**config.mk**
```make
export PLATFORM = sky130hd
export DESIGN_NAME = scroll_tick_gen
export DESIGN_NICKNAME = d
export VERILOG_FILES = /design/src/rtl/scroll_pkg.sv /design/src/rtl/rate_scaler.sv /design/src/rtl/ceil_divider.sv /design/src/rtl/tick_counter.sv /design/src/rtl/scroll_tick_gen.sv
export SDC_FILE = /design/constraint.sdc
export NUM_CORES = 1
export LEC_CHECK = 0
export ABC_AREA = 1
export CAP_MARGIN = 25
export CORE_MARGIN = 3
export CORE_UTILIZATION = 26
export DETAILED_ROUTE_END_ITERATION = 16
export PLACE_DENSITY = 0.5
export SLEW_MARGIN = 20
export SYNTH_ARGS = -nofsm -noshare
export SYNTH_HDL_FRONTEND = slang
export SYNTH_SLANG_ARGS = --single-unit
export TNS_END_PERCENT = 100
```
**constraint.sdc**
```tcl
create_clock -name clk -period 7.3 [get_ports clk]
set_input_delay 1.095 -clock clk [delete_from_list [all_inputs] [get_ports clk]]
set_output_delay 1.095 -clock clk [all_outputs]
set_load 0.05 [all_outputs]
```
**src/rtl/scroll_pkg.sv**
```systemverilog
package scroll_pkg;

  typedef enum logic [1:0] {
    DIV_IDLE,
    DIV_RUN,
    DIV_FIN
  } div_state_t;

  // Rounded-up quotient clipped to a qw-bit result; used for reset values.
  function automatic longint unsigned ceil_sat(longint unsigned n,
                                               longint unsigned d,
                                               int unsigned qw);
    longint unsigned q;
    longint unsigned lim;
    lim = (64'd1 << qw) - 64'd1;
    if (d == 64'd0) return lim;
    q = (n + d - 64'd1) / d;
    return (q > lim) ? lim : q;
  endfunction

endpackage

```
**src/rtl/rate_scaler.sv**
```systemverilog
module rate_scaler #(
  parameter int unsigned ADC_W     = 10,
  parameter int unsigned RD_W      = 8,
  parameter int unsigned DIV_W     = 16,
  parameter int unsigned SLOPE     = 19,
  parameter int unsigned INTERCEPT = 256
) (
  input  logic             clk,
  input  logic             rst,
  input  logic             adc_valid,
  input  logic [ADC_W-1:0] adc_data,
  output logic             go,
  output logic [DIV_W-1:0] divisor
);
  localparam int unsigned PROD_W = DIV_W + RD_W;
  localparam int unsigned DROP_W = ADC_W - RD_W;

  logic [RD_W-1:0]   reading;
  logic [PROD_W-1:0] scaled;
  logic              unused_bits;

  assign reading     = adc_data[ADC_W-1 -: RD_W];
  assign scaled      = PROD_W'(reading) * PROD_W'(SLOPE) + PROD_W'(INTERCEPT);
  assign unused_bits = ^{adc_data[DROP_W-1:0], scaled[PROD_W-1:DIV_W]};

  always_ff @(posedge clk) begin
    if (rst) begin
      go      <= 1'b0;
      divisor <= '0;
    end else begin
      go <= adc_valid;
      if (adc_valid) divisor <= scaled[DIV_W-1:0];
    end
  end

  // a divide start only ever follows a sampled strobe
  assert_go_after_strobe_R2: assert property (@(posedge clk) disable iff (rst)
    go |-> $past(adc_valid));

endmodule

```
**src/rtl/ceil_divider.sv**
```systemverilog
module ceil_divider
  import scroll_pkg::*;
#(
  parameter int unsigned      N_W      = 32,
  parameter int unsigned      D_W      = 16,
  parameter int unsigned      Q_W      = 16,
  parameter longint unsigned  DIVIDEND = 64'd8388608
) (
  input  logic           clk,
  input  logic           rst,
  input  logic           go,
  input  logic [D_W-1:0] divisor,
  output logic           done,
  output logic [Q_W-1:0] quot
);
  localparam int unsigned CW = $clog2(N_W);

  div_state_t     state;
  logic [CW-1:0]  step;
  logic [D_W-1:0] rem;
  logic [N_W-1:0] shreg;
  logic [D_W-1:0] dvs;

  logic [D_W:0]   shifted;
  logic [D_W+1:0] diff;
  logic           take;
  logic [D_W-1:0] rem_next;
  logic [N_W:0]   qsum;
  logic           unused_bits;

  always_comb begin
    shifted  = {rem, shreg[N_W-1]};
    diff     = {1'b0, shifted} - {2'b00, dvs};
    take     = ~diff[D_W+1];
    rem_next = take ? diff[D_W-1:0] : shifted[D_W-1:0];
    qsum     = {1'b0, shreg} + (N_W+1)'(rem != '0);
  end
  assign unused_bits = diff[D_W];

  always_ff @(posedge clk) begin
    if (rst) begin
      state <= DIV_IDLE;
      step  <= '0;
      rem   <= '0;
      shreg <= '0;
      dvs   <= '0;
      done  <= 1'b0;
      quot  <= '0;
    end else begin
      done <= 1'b0;
      if (go) begin
        state <= DIV_RUN;
        step  <= '0;
        rem   <= '0;
        shreg <= N_W'(DIVIDEND);
        dvs   <= divisor;
      end else begin
        case (state)
          DIV_RUN: begin
            rem   <= rem_next;
            shreg <= {shreg[N_W-2:0], take};
            step  <= step + 1'b1;
            if (step == CW'(N_W - 1)) state <= DIV_FIN;
          end
          DIV_FIN: begin
            quot  <= (|qsum[N_W:Q_W]) ? '1 : qsum[Q_W-1:0];
            done  <= 1'b1;
            state <= DIV_IDLE;
          end
          default: state <= DIV_IDLE;
        endcase
      end
    end
  end

  // an unsaturated result is the smallest q with q*divisor >= dividend
  assert_ceil_quotient_R3: assert property (@(posedge clk) disable iff (rst)
    (done && quot != '1 && quot != '0) |->
      ((64'(quot) * 64'(dvs) >= DIVIDEND) &&
       ((64'(quot) - 64'd1) * 64'(dvs) < DIVIDEND)));

  // a restart discards the running division, so no result follows at once
  assert_restart_no_done_R8: assert property (@(posedge clk) disable iff (rst)
    go |=> !done);

endmodule

```
**src/rtl/tick_counter.sv**
```systemverilog
module tick_counter #(
  parameter int unsigned       CMP_W     = 16,
  parameter logic [CMP_W-1:0]  RESET_TOP = 16'd32768
) (
  input  logic             clk,
  input  logic             rst,
  input  logic             cnt_en,
  input  logic             load,
  input  logic [CMP_W-1:0] load_val,
  output logic             tick
);
  logic [CMP_W-1:0] cnt;
  logic [CMP_W-1:0] top_act;
  logic [CMP_W-1:0] pending;
  logic             wrap;

  assign wrap = cnt_en && (cnt == top_act);

  always_ff @(posedge clk) begin
    if (rst) begin
      cnt     <= '0;
      top_act <= RESET_TOP;
      pending <= RESET_TOP;
      tick    <= 1'b0;
    end else begin
      tick <= 1'b0;
      if (load) pending <= load_val;
      if (cnt_en) begin
        if (wrap) begin
          cnt     <= '0;
          tick    <= 1'b1;
          top_act <= load ? load_val : pending;
        end else begin
          cnt <= cnt + 1'b1;
        end
      end
    end
  end

  // the count never passes the active top
  assert_cnt_within_top_R4: assert property (@(posedge clk) disable iff (rst)
    cnt <= top_act);

  // the active top changes only at a wrap
  assert_top_only_at_wrap_R6: assert property (@(posedge clk) disable iff (rst)
    !wrap |=> $stable(top_act));

  // a tick needs an enable pulse in the cycle before
  assert_tick_needs_enable_R5: assert property (@(posedge clk) disable iff (rst)
    tick |-> $past(cnt_en));

  // a tick lasts one cycle unless the top is zero
  assert_tick_single_R5: assert property (@(posedge clk) disable iff (rst)
    tick |=> (!tick || top_act == '0));

endmodule

```
**src/rtl/scroll_tick_gen.sv**
```systemverilog
module scroll_tick_gen #(
  parameter int unsigned     ADC_W     = 10,
  parameter int unsigned     RD_W      = 8,
  parameter int unsigned     SLOPE     = 19,
  parameter int unsigned     INTERCEPT = 256,
  parameter longint unsigned DIVIDEND  = 64'd8388608,
  parameter int unsigned     N_W       = 32,
  parameter int unsigned     DIV_W     = 16,
  parameter int unsigned     CMP_W     = 16
) (
  input  logic             clk,
  input  logic             rst,
  input  logic             adc_valid,
  input  logic [ADC_W-1:0] adc_data,
  input  logic             cnt_en,
  output logic             tick
);
  localparam logic [CMP_W-1:0] RESET_TOP =
    CMP_W'(scroll_pkg::ceil_sat(DIVIDEND, 64'(INTERCEPT), CMP_W));

  logic             div_go;
  logic [DIV_W-1:0] div_den;
  logic             div_done;
  logic [CMP_W-1:0] div_quot;

  rate_scaler #(
    .ADC_W(ADC_W), .RD_W(RD_W), .DIV_W(DIV_W),
    .SLOPE(SLOPE), .INTERCEPT(INTERCEPT)
  ) u_scaler (
    .clk(clk), .rst(rst), .adc_valid(adc_valid), .adc_data(adc_data),
    .go(div_go), .divisor(div_den)
  );

  ceil_divider #(
    .N_W(N_W), .D_W(DIV_W), .Q_W(CMP_W), .DIVIDEND(DIVIDEND)
  ) u_divider (
    .clk(clk), .rst(rst), .go(div_go), .divisor(div_den),
    .done(div_done), .quot(div_quot)
  );

  tick_counter #(
    .CMP_W(CMP_W), .RESET_TOP(RESET_TOP)
  ) u_counter (
    .clk(clk), .rst(rst), .cnt_en(cnt_en), .load(div_done),
    .load_val(div_quot), .tick(tick)
  );

endmodule

```
# Word-level counts from Yosys, hierarchy flattened
# Cells that the tools add are included.
classes:
  addsub: 5
  n_mux: 11
  bitwise_logic: 4
  reduce_logical: 9
  n_eq_ne: 5
  mul: 1
op_table:
  columns: ["op", "count"]
  rows:
  - ["16-bit 2-to-1 mux", 4]
  - ["24-bit 2-to-1 mux", 2]
  - ["32-bit by 1-bit adder with 33-bit output", 1]
  - ["17-bit by 16-bit subtractor with 18-bit output", 1]
  - ["17-bit OR reduction", 1]
  - ["16-bit by 1-bit adder with 16-bit output, second input constant", 1]
  - ["16-bit == test", 1]
  - ["16-bit nonzero test", 1]
  - ["13-bit by 9-bit adder with 14-bit output, second input constant", 1]
  - ["8-bit by 5-bit multiplier with 13-bit output, second input constant", 1]
  - ["5-bit by 1-bit adder with 5-bit output, second input constant", 1]
  - ["5-bit == test, second input constant", 1]
  - ["1-bit 2-to-1 mux", 5]
  - ["1-bit inverter", 4]
  - ["2-bit AND reduction", 2]
  - ["2-bit OR reduction", 2]
  - ["3-bit by 2-bit != test with 1-bit output, second input constant", 1]
  - ["3-bit OR reduction", 1]
  - ["2-bit by 1-bit == test with 1-bit output, second input constant", 1]
  - ["2-bit == test, second input constant", 1]
  - ["2-bit nonzero test", 1]
  - ["1-bit logical AND", 1]
totals:
  out_inout_bits: 1
  in_bits: 14
  register_bits: 154
  word_cells: 50

# Logic depth before layout (Yosys ltp)
# Gate-level depths: netlist of run 1.
logic_depth:
  word_depth: 4
  mapped_depth: 20

# Hierarchy
# A second synthesis of run 1 with hierarchy kept.
unflattened:
  hier_cells: 1442
  hier_area_um2: 9335.2
modules_own_cells:
  columns: ["mod", "area_per_inst_um2", "instances", "cells_per_inst"]
  rows:
  - ["ceil_divider", 5489.0, 1, 864]
  - ["tick_counter", 2538.7, 1, 402]
  - ["rate_scaler", 1307.5, 1, 176]

# Worst setup path before layout of run 1
# No wires, ideal clock.
synth_timing:
  path_kind: "in2reg"
  start: "input port adc_data[7]"
  end: "register u_scaler.divisor[11]"
  setup_slack_ps: 3765
  arrival_time_ps: 3419
  required_time_ps: 7185
  n_path_buf: 0
  cell_stages: 14
  setup_time_ps: 115
  cell_sequence: "ha_1 ha_1 inv_1 fa_1 inv_1 ha_1 a21oi_1 nand2_1 a21oi_1 nor2_1 o21ai_0 a21oi_1 o21ai_0 inv_1"
synth_via:
  elab_chain_len: 2
synth_lines:
  columns: ["item", "line", "rtl"]
  rows:
  - ["start: declaration", "scroll_tick_gen.sv:14", "input logic [ADC_W-1:0] adc_data,"]
  - ["8-bit by 5-bit multiplier with 13-bit output", "rate_scaler.sv:23", "assign scaled = PROD_W'(reading) * PROD_W'(SLOPE) + PROD_W'(INTERCEPT);"]
  - ["13-bit by 9-bit adder with 14-bit output", "rate_scaler.sv:23", null]
  - ["end signal: assignment", "rate_scaler.sv:32", "if (adc_valid) divisor <= scaled[DIV_W-1:0];"]
  - ["end: declaration", "rate_scaler.sv:13", "output logic [DIV_W-1:0] divisor"]
# Every way passes these cells.
# A chain may end at the register's enable or synchronous reset.

# Worst setup path in the final report of run 1
layout_timing:
  start: "input port adc_data[8]"
  end: "register u_scaler.divisor[11]"
# Same word-level chain as after synthesis.

==> impl_metrics.csv, run 1 <==
group,metric,value,unit
timing,finalHoldViolations,0,
min_path,min_path_type,"reg -> reg",
yosys,synthTopCellsByCount,"331 x nand2_1, 198 x inv_1, 178 x nor2_1, 148 x dfxtp_1, 93 x o21ai_0",
timing,slew_violations,0,
drt,detail-route-antenna-nets,0,
drt,viasPerCell,4.317,
drt,vias,7628,
yosys,synthSimpleGateAreaFrac,32.86,%
yosys,yosys.area_share.adder,7.706,%
run_status,outcome,"complete, no violations",
placed_design,dp_slack,3.003,ns
layout,stdcell_area,0.009843,mm^2
die,core,0.03278,mm^2
setup_path,worstPathRequired,7.62,ns
setup_path,arrival,4.14,ns
clock_tree,cts_hold_buf,0,
yosys,yosysWarnings,0,
timing,finalSetupTns,0,ns
pwr,p_sw,0.0006705,W
clock_tree,clk_path_buf_depth,2,
drt,drtPass1Iterations,5,
yosys,synthesis.nets,1377,
layout,syn_to_final_growth,13.10,%
placed_design,place_area,0.009263,mm^2
drt,drtIter0Drc,371,
yosys,syn_area,0.008703,mm^2
die,num_rows,66,
yosys,synth_compound_area_share,10.70,%
clock_tree,cts.sinks,148,
clock_tree,postCtsSetupRepairBufs,0,
die,ios,15,
yosys,ys_ff_latch,148,
placed_design,globalplace.congestion,0.8552,
yosys,syn_inst,1313,
setup_path,start_kind,"primary input",
setup_path,crit_type,"in -> reg",
yosys,async_flop_share,0,%
die,dieArea,0.03571,mm^2
grt,grt_overflow,0,
pwr,power_density,215.6,mW/mm^2
grt,track_usage,11.48,%
die,initial_core_util,26.55,%
placed_design,io_buffer_count,12,
timing,worst_pin_slew,0.7105,ns
clock_tree,cts_root_buf,"clkbuf_16",
drt,wl_per_cell,11.16,um
setup_path,path_cells,"clkdlybuf4s50_1 -> ha_1 -> ha_1 -> inv_1 -> fa_1 -> inv_1 -> ha_1 -> a21oi_1 -> nand2_1 -> a21oi_1 -> nor2_1 -> o21ai_0 -> a21oi_1 -> o21ai_0 -> inv_1",
yosys,synthXorXnorAreaFrac,3.824,%
layout,fillCellCount,3678,
yosys,synth_top_area_cell,"dfxtp_1",
yosys,synth_area_leaders,"dfxtp_1 34%, nand2_1 14%, inv_1 8.5%",
placed_design,dp.cells,1734,
yosys,synth-main-ff-cell,"dfxtp_1",
pwr,p_comb_share,19.2,%
layout,drive_above_1_share,6.566,%
timing,final.setup_skew,0.01123,ns
clock_tree,h-tree-depth,4,
yosys,synth_top_family_by_area,"simple AND/OR/NAND/NOR gates",
clock_tree,cts.reportedPaths.clkPinSlew,0.06,ns
timing,fmax,261.3,MHz
layout,multi_input_area,0.004805,mm^2
timing,slew_headroom,52.58,%
layout,fin_nets,1376,
clock_tree,post_cts_resized,0,
grt,grt_pass1_vias,7225,
timing,whs,0.4670,ns
layout,fin_cells,1767,
clock_tree,clk_latency,0.43,ns
timing,post-route-min-period,3.827,ns
timing,finalSetupViolCount,0,
pwr,p_int,0.001451,W
grt,grt_pass1_wl,34260,um
yosys,synth_edf_count,0,
pwr,power_frac_clock,39.8,%
timing,rsz0062_at_grt,"no",
layout,seqCellArea,0.002963,mm^2
yosys,muxShareOfSynthArea,0,%
yosys,synth_area_per_cell,6.629,um^2
clock_tree,numCtsBuffers,17,
timing,min_period_over_period,52.43,%
drt,drc,0,
yosys,yosysUniqueCellTypes,38,
run,cap_violations,0,
yosys,yosysTopAreaCellShare,34.04,%
setup_path,worstSetupEndpointType,"flip-flop",
layout,insertedDiodeCount,0,
yosys,synth.most_common_cell,"nand2_1",
setup_path,crit_fanout,4,
placed_design,hpwl,14410,um
grt,antenna_found_initial,0,
grt,grt_max_degree,58,
pwr,ir_drop,0.1467,mV
die,fp.dieH,189.0,um
die,dieWidth,189.0,um
yosys,ys_seq_area_share,34.04,%
timing,worst_slack,3.473,ns
pwr,seqPwrFrac,41.0,%
pwr,p_leak,4.709,nW
setup_path,slowest_delay,0.52,ns
pwr,p_sw_share,31.60,%
setup_path,critPathSlowestCell,"clkdlybuf4s50_1",
drt,wirelength,19720,um
clock_tree,tritoncts,"done",
## layout make-up
cell class	instances	area share, %
repair buffers	20	1.907
inverters	205	7.817
flip-flops and latches	148	30.10
clock inverters	13	1.144
multi-input cells	920	48.81
well taps	442	5.618
clock buffers	19	4.601
## flip-flops by register name, summed over array words and instances, names as in the netlist
signal / cells
u_scaler.divisor: 13
u_divider.rem: 16
u_divider.state: 2
u_counter.top_act: 16
u_divider.shreg: 32
u_scaler.go: 1
u_divider.done: 1
u_divider.step: 5
u_counter.pending: 16
u_counter.tick: 1
u_divider.quot: 16
u_counter.cnt: 16
u_divider.dvs: 13
## power by group through the flow
stage	combinational, W	sequential (W)	clock, W
2_1_floorplan	0.000329	0.000879	0
3_3_place_gp	0.000409	0.000888	0
3_5_place_dp	0.000410	0.000889	0
4_1_cts	0.000412	0.000871	0.000876
5_1_grt	0.000475	0.000875	0.000914
6_report	0.000407	0.000870	0.000844
## worst max-delay path, delay by kind of cell
| kind | cells | cell delay [ns] |
|---|---|---|
| buf+inv | 4 | 0.66 |
| fa+ha+maj | 4 | 1.38 |
| compound gates | 5 | 0.84 |
| simple gates | 2 | 0.15 |
## placed cells by master (no fill, tap or decap), types with 12 or more instances in the layout
cell type,n
nor2_1,176
xor2_1,30
clkdlybuf4s50_1,12
nand4_1,12
o21ai_0,93
ha_1,44
nand2_1,331
a21oi_1,74
nor3_1,19
inv_1,198
dfxtp_1,148
nand3_1,55
clkbuf_16,17
## stage by stage
stage	power (W)	util (%)
after global placement	0.001297	28.25
after floorplan	0.001209	-
after CTS	0.002158	29.98
after detailed placement	0.001298	28.25
final	0.002122	30.02
after global routing	0.002264	30.02
## worst paths after layout
kind | start | to | cells past startpoint | slack, ns
worst max-delay path | adc_data[8] | u_scaler.divisor[11] | 15 | 3.47
worst min-delay path | u_divider.dvs[11] | u_divider.dvs[11] | 2 | 0.47
worst max register to register | u_divider.rem[12] | u_divider.quot[11] | 18 | 4.11
worst min register to register | u_divider.dvs[11] | u_divider.dvs[11] | 2 | 0.47
## layer usage
layer | vias up | part of all wire (%) | wire (um) | track usage (%)
met5 | - | 0 | 0 | 0
met4 | 0 | 0.75 | 148 | 2.435
met3 | 13 | 3.4 | 679 | 2.907
met2 | 81 | 45 | 8867 | 18.33
met1 | 3407 | 51 | 10020 | 15.69
li1 | 4127 | - | - | -
## cell families after synthesis
kind of cell               Yosys count
adders and majority gates           50
xor gates and xnor gates            38
buffers and inverters              245
DFF                                148
AOI/OAI and AO/OA                  181
and+or+nand+nor                    651
Power figures use the tool's default switching activity.
==> run 2, diff against run 1 <==
Clock period 7.3 ns to 3.6 ns, I/O delays scaled along.
==> impl_metrics.csv, run 2 (synthesis results as in run 1) <==
group,metric,value,unit
grt,grt_max_degree,58,
die,initial_core_util,26.55,%
setup_path,critPathSlowestCell,"nor2_4",
drt,drtIter0Drc,481,
timing,worst_pin_slew,0.7039,ns
placed_design,io_buffer_count,12,
timing,rsz0062_at_grt,"no",
die,core,0.03278,mm^2
die,dieArea,0.03571,mm^2
setup_path,worstPathRequired,3.92,ns
setup_path,crit_buf_inv,3,
timing,slew_violations,0,
grt,grtUsageMet1,15.45,%
grt,grt_overflow,0,
pwr,seqPwrFrac,39.6,%
timing,slew_headroom,53.02,%
setup_path,worstSetupEndpointType,"flip-flop",
pwr,p_int,0.003135,W
setup_path,start_kind,"flip-flop",
pwr,p_comb_share,19.4,%
timing,fmax,308.1,MHz
placed_design,globalplace.congestion,0.8676,
grt,top_usage_layer,"met2",
min_path,min_path_type,"reg -> reg",
timing,whs,0.4656,ns
clock_tree,numCtsBuffers,17,
grt,grt_pass1_vias,7434,
timing,finalHoldViolations,0,
drt,drc,0,
setup_path,path_cells,"nor2_1 -> nand2_1 -> nor4_1 -> nand3_1 -> ha_1 -> ha_1 -> nand3_4 -> inv_2 -> nand2_1 -> o21bai_1 -> nand2_1 -> inv_1 -> nor2_1 -> nand2_1 -> nor2_4 -> nand3_1 -> nand2_1 -> inv_1",
drt,wl_per_cell,11.24,um
layout,largest_reg_flops,32,
setup_path,crit_type,"reg -> reg",
clock_tree,postCtsSetupRepairBufs,0,
pwr,p_leak,4.766,nW
die,dieWidth,189.0,um
timing,post-route-min-period,3.246,ns
layout,syn_to_final_growth,14.30,%
grt,antenna_found_initial,0,
grt,track_usage,11.61,%
timing,finalSetupViolCount,0,
layout,final_common_cell,"nand2_1",
clock_tree,clk_latency,0.42,ns
drt,drtPass1Iterations,5,
pwr,finalPower,0.004457,W
clock_tree,cts_hold_buf,0,
grt,grt_use_met2,19.07,%
drt,wirelength,19970,um
timing,final.setup_skew,0.008791,ns
setup_path,cpMostUsedCell,"nand2_1",
drt,detail-route-antenna-nets,0,
die,ios,15,
clock_tree,cts_root_buf,"clkbuf_16",
run,cap_violations,0,
layout,insertedDiodeCount,0,
placed_design,hpwl,14820,um
layout,drive_above_1_share,7.121,%
clock_tree,post_cts_resized,0,
timing,min_period_over_period,90.16,%
clock_tree,cts.sinks,148,
timing,finalSetupTns,0,ns
die,fp.dieH,189.0,um
layout,top_register,"u_divider.shreg",
grt,grt_pass1_wl,34600,um
pwr,power_density,448.1,mW/mm^2
setup_path,arrival,3.56,ns
pwr,ir_drop,0.3232,mV
layout,final_cell_mix,"331 x nand2_1, 198 x inv_1, 176 x nor2_1, 148 x dfxtp_1, 93 x o21ai_0",
run_status,outcome,"complete, no violations",
setup_path,critPathTopFamily,"simple AND/OR/NAND/NOR gates",
layout,fin_nets,1387,
pwr,power_frac_clock,41.0,%
setup_path,slowest_delay,0.41,ns
drt,vias,7669,
die,num_rows,66,
clock_tree,tritoncts,"done",
pwr,p_sw,0.001322,W
setup_path,crit_fanout,16,
layout,utilization,30.35,%
pwr,p_sw_share,29.66,%
clock_tree,clk_path_buf_depth,2,
drt,viasPerCell,4.318,
clock_tree,h-tree-depth,4,
clock_tree,cts.reportedPaths.clkPinSlew,0.06,ns
grt,grtUsageMet3,2.388,%
==> run 2: cell count changes in the layout (fill, tap and decap cells not counted) <==
cell        before  now
buf_4            7   19
bufinv_16        0    3
clkinv_4         3    1
inv_6            5    3
inv_8            2    0
buf_8            1    0
clkbuf_1         0    1
clkbuf_8         2    1
clkinvlp_4       2    3
==> run 2: per-layer routing <==
layer	share of wire, %	up-vias
li1	-	4139
met1	50	3436
met2	45	75
met3	2.8	19
met4	1.3	0
met5	0	-
==> run 2: path summary, 6_finish.rpt <==
| check | start | to | slack [ns] | cells after the start |
|---|---|---|---|---|
| max | u_divider.rem[12] | u_divider.quot[2] | 0.35 | 18 |
| min | u_divider.dvs[9] | u_divider.dvs[9] | 0.47 | 2 |
| max reg2reg | u_divider.rem[12] | u_divider.quot[2] | 0.35 | 18 |
| min reg2reg | u_divider.dvs[9] | u_divider.dvs[9] | 0.47 | 2 |
==> run 2: tightest hold or removal path: stages (launching register included) <==
cell,delay (ns)
dfxtp_1,0.29
inv_1,0.06
a21oi_1,0.06
==> run 2: metrics by stage <==
| stage | setup slack [ns] | instance area [um^2] | cells |
|---|---|---|---|
| after global routing | 0.08944 | 9948 | 1776 |
| after global placement | -0.01679 | 9353 | 1746 |
| after floorplan | 0.6205 | 8703 | 1313 |
| after detailed placement | -0.03626 | 9353 | 1746 |
| final | 0.3542 | 9948 | 1776 |
| after CTS | 0.3750 | 9948 | 1776 |
==> run 2: cell type report <==
type	count	area, um^2
Fill cell	3644	22840
Multi-Input combinational cell	920	4805
Sequential cell	148	2963
Inverter	205	769.5
Tap cell	442	553.0
Clock buffer	19	442.9
Timing Repair Buffer	31	262.8
Clock inverter	11	152.6
==> run 2: power by group through the flow <==
stage,logic (W),clock network [W],registers [W]
2_1_floorplan,0.000667,0,0.00178
3_3_place_gp,0.000864,0,0.00180
3_5_place_dp,0.000869,0,0.00180
4_1_cts,0.000875,0.00188,0.00177
5_1_grt,0.000997,0.00195,0.00178
6_report,0.000863,0.00183,0.00177
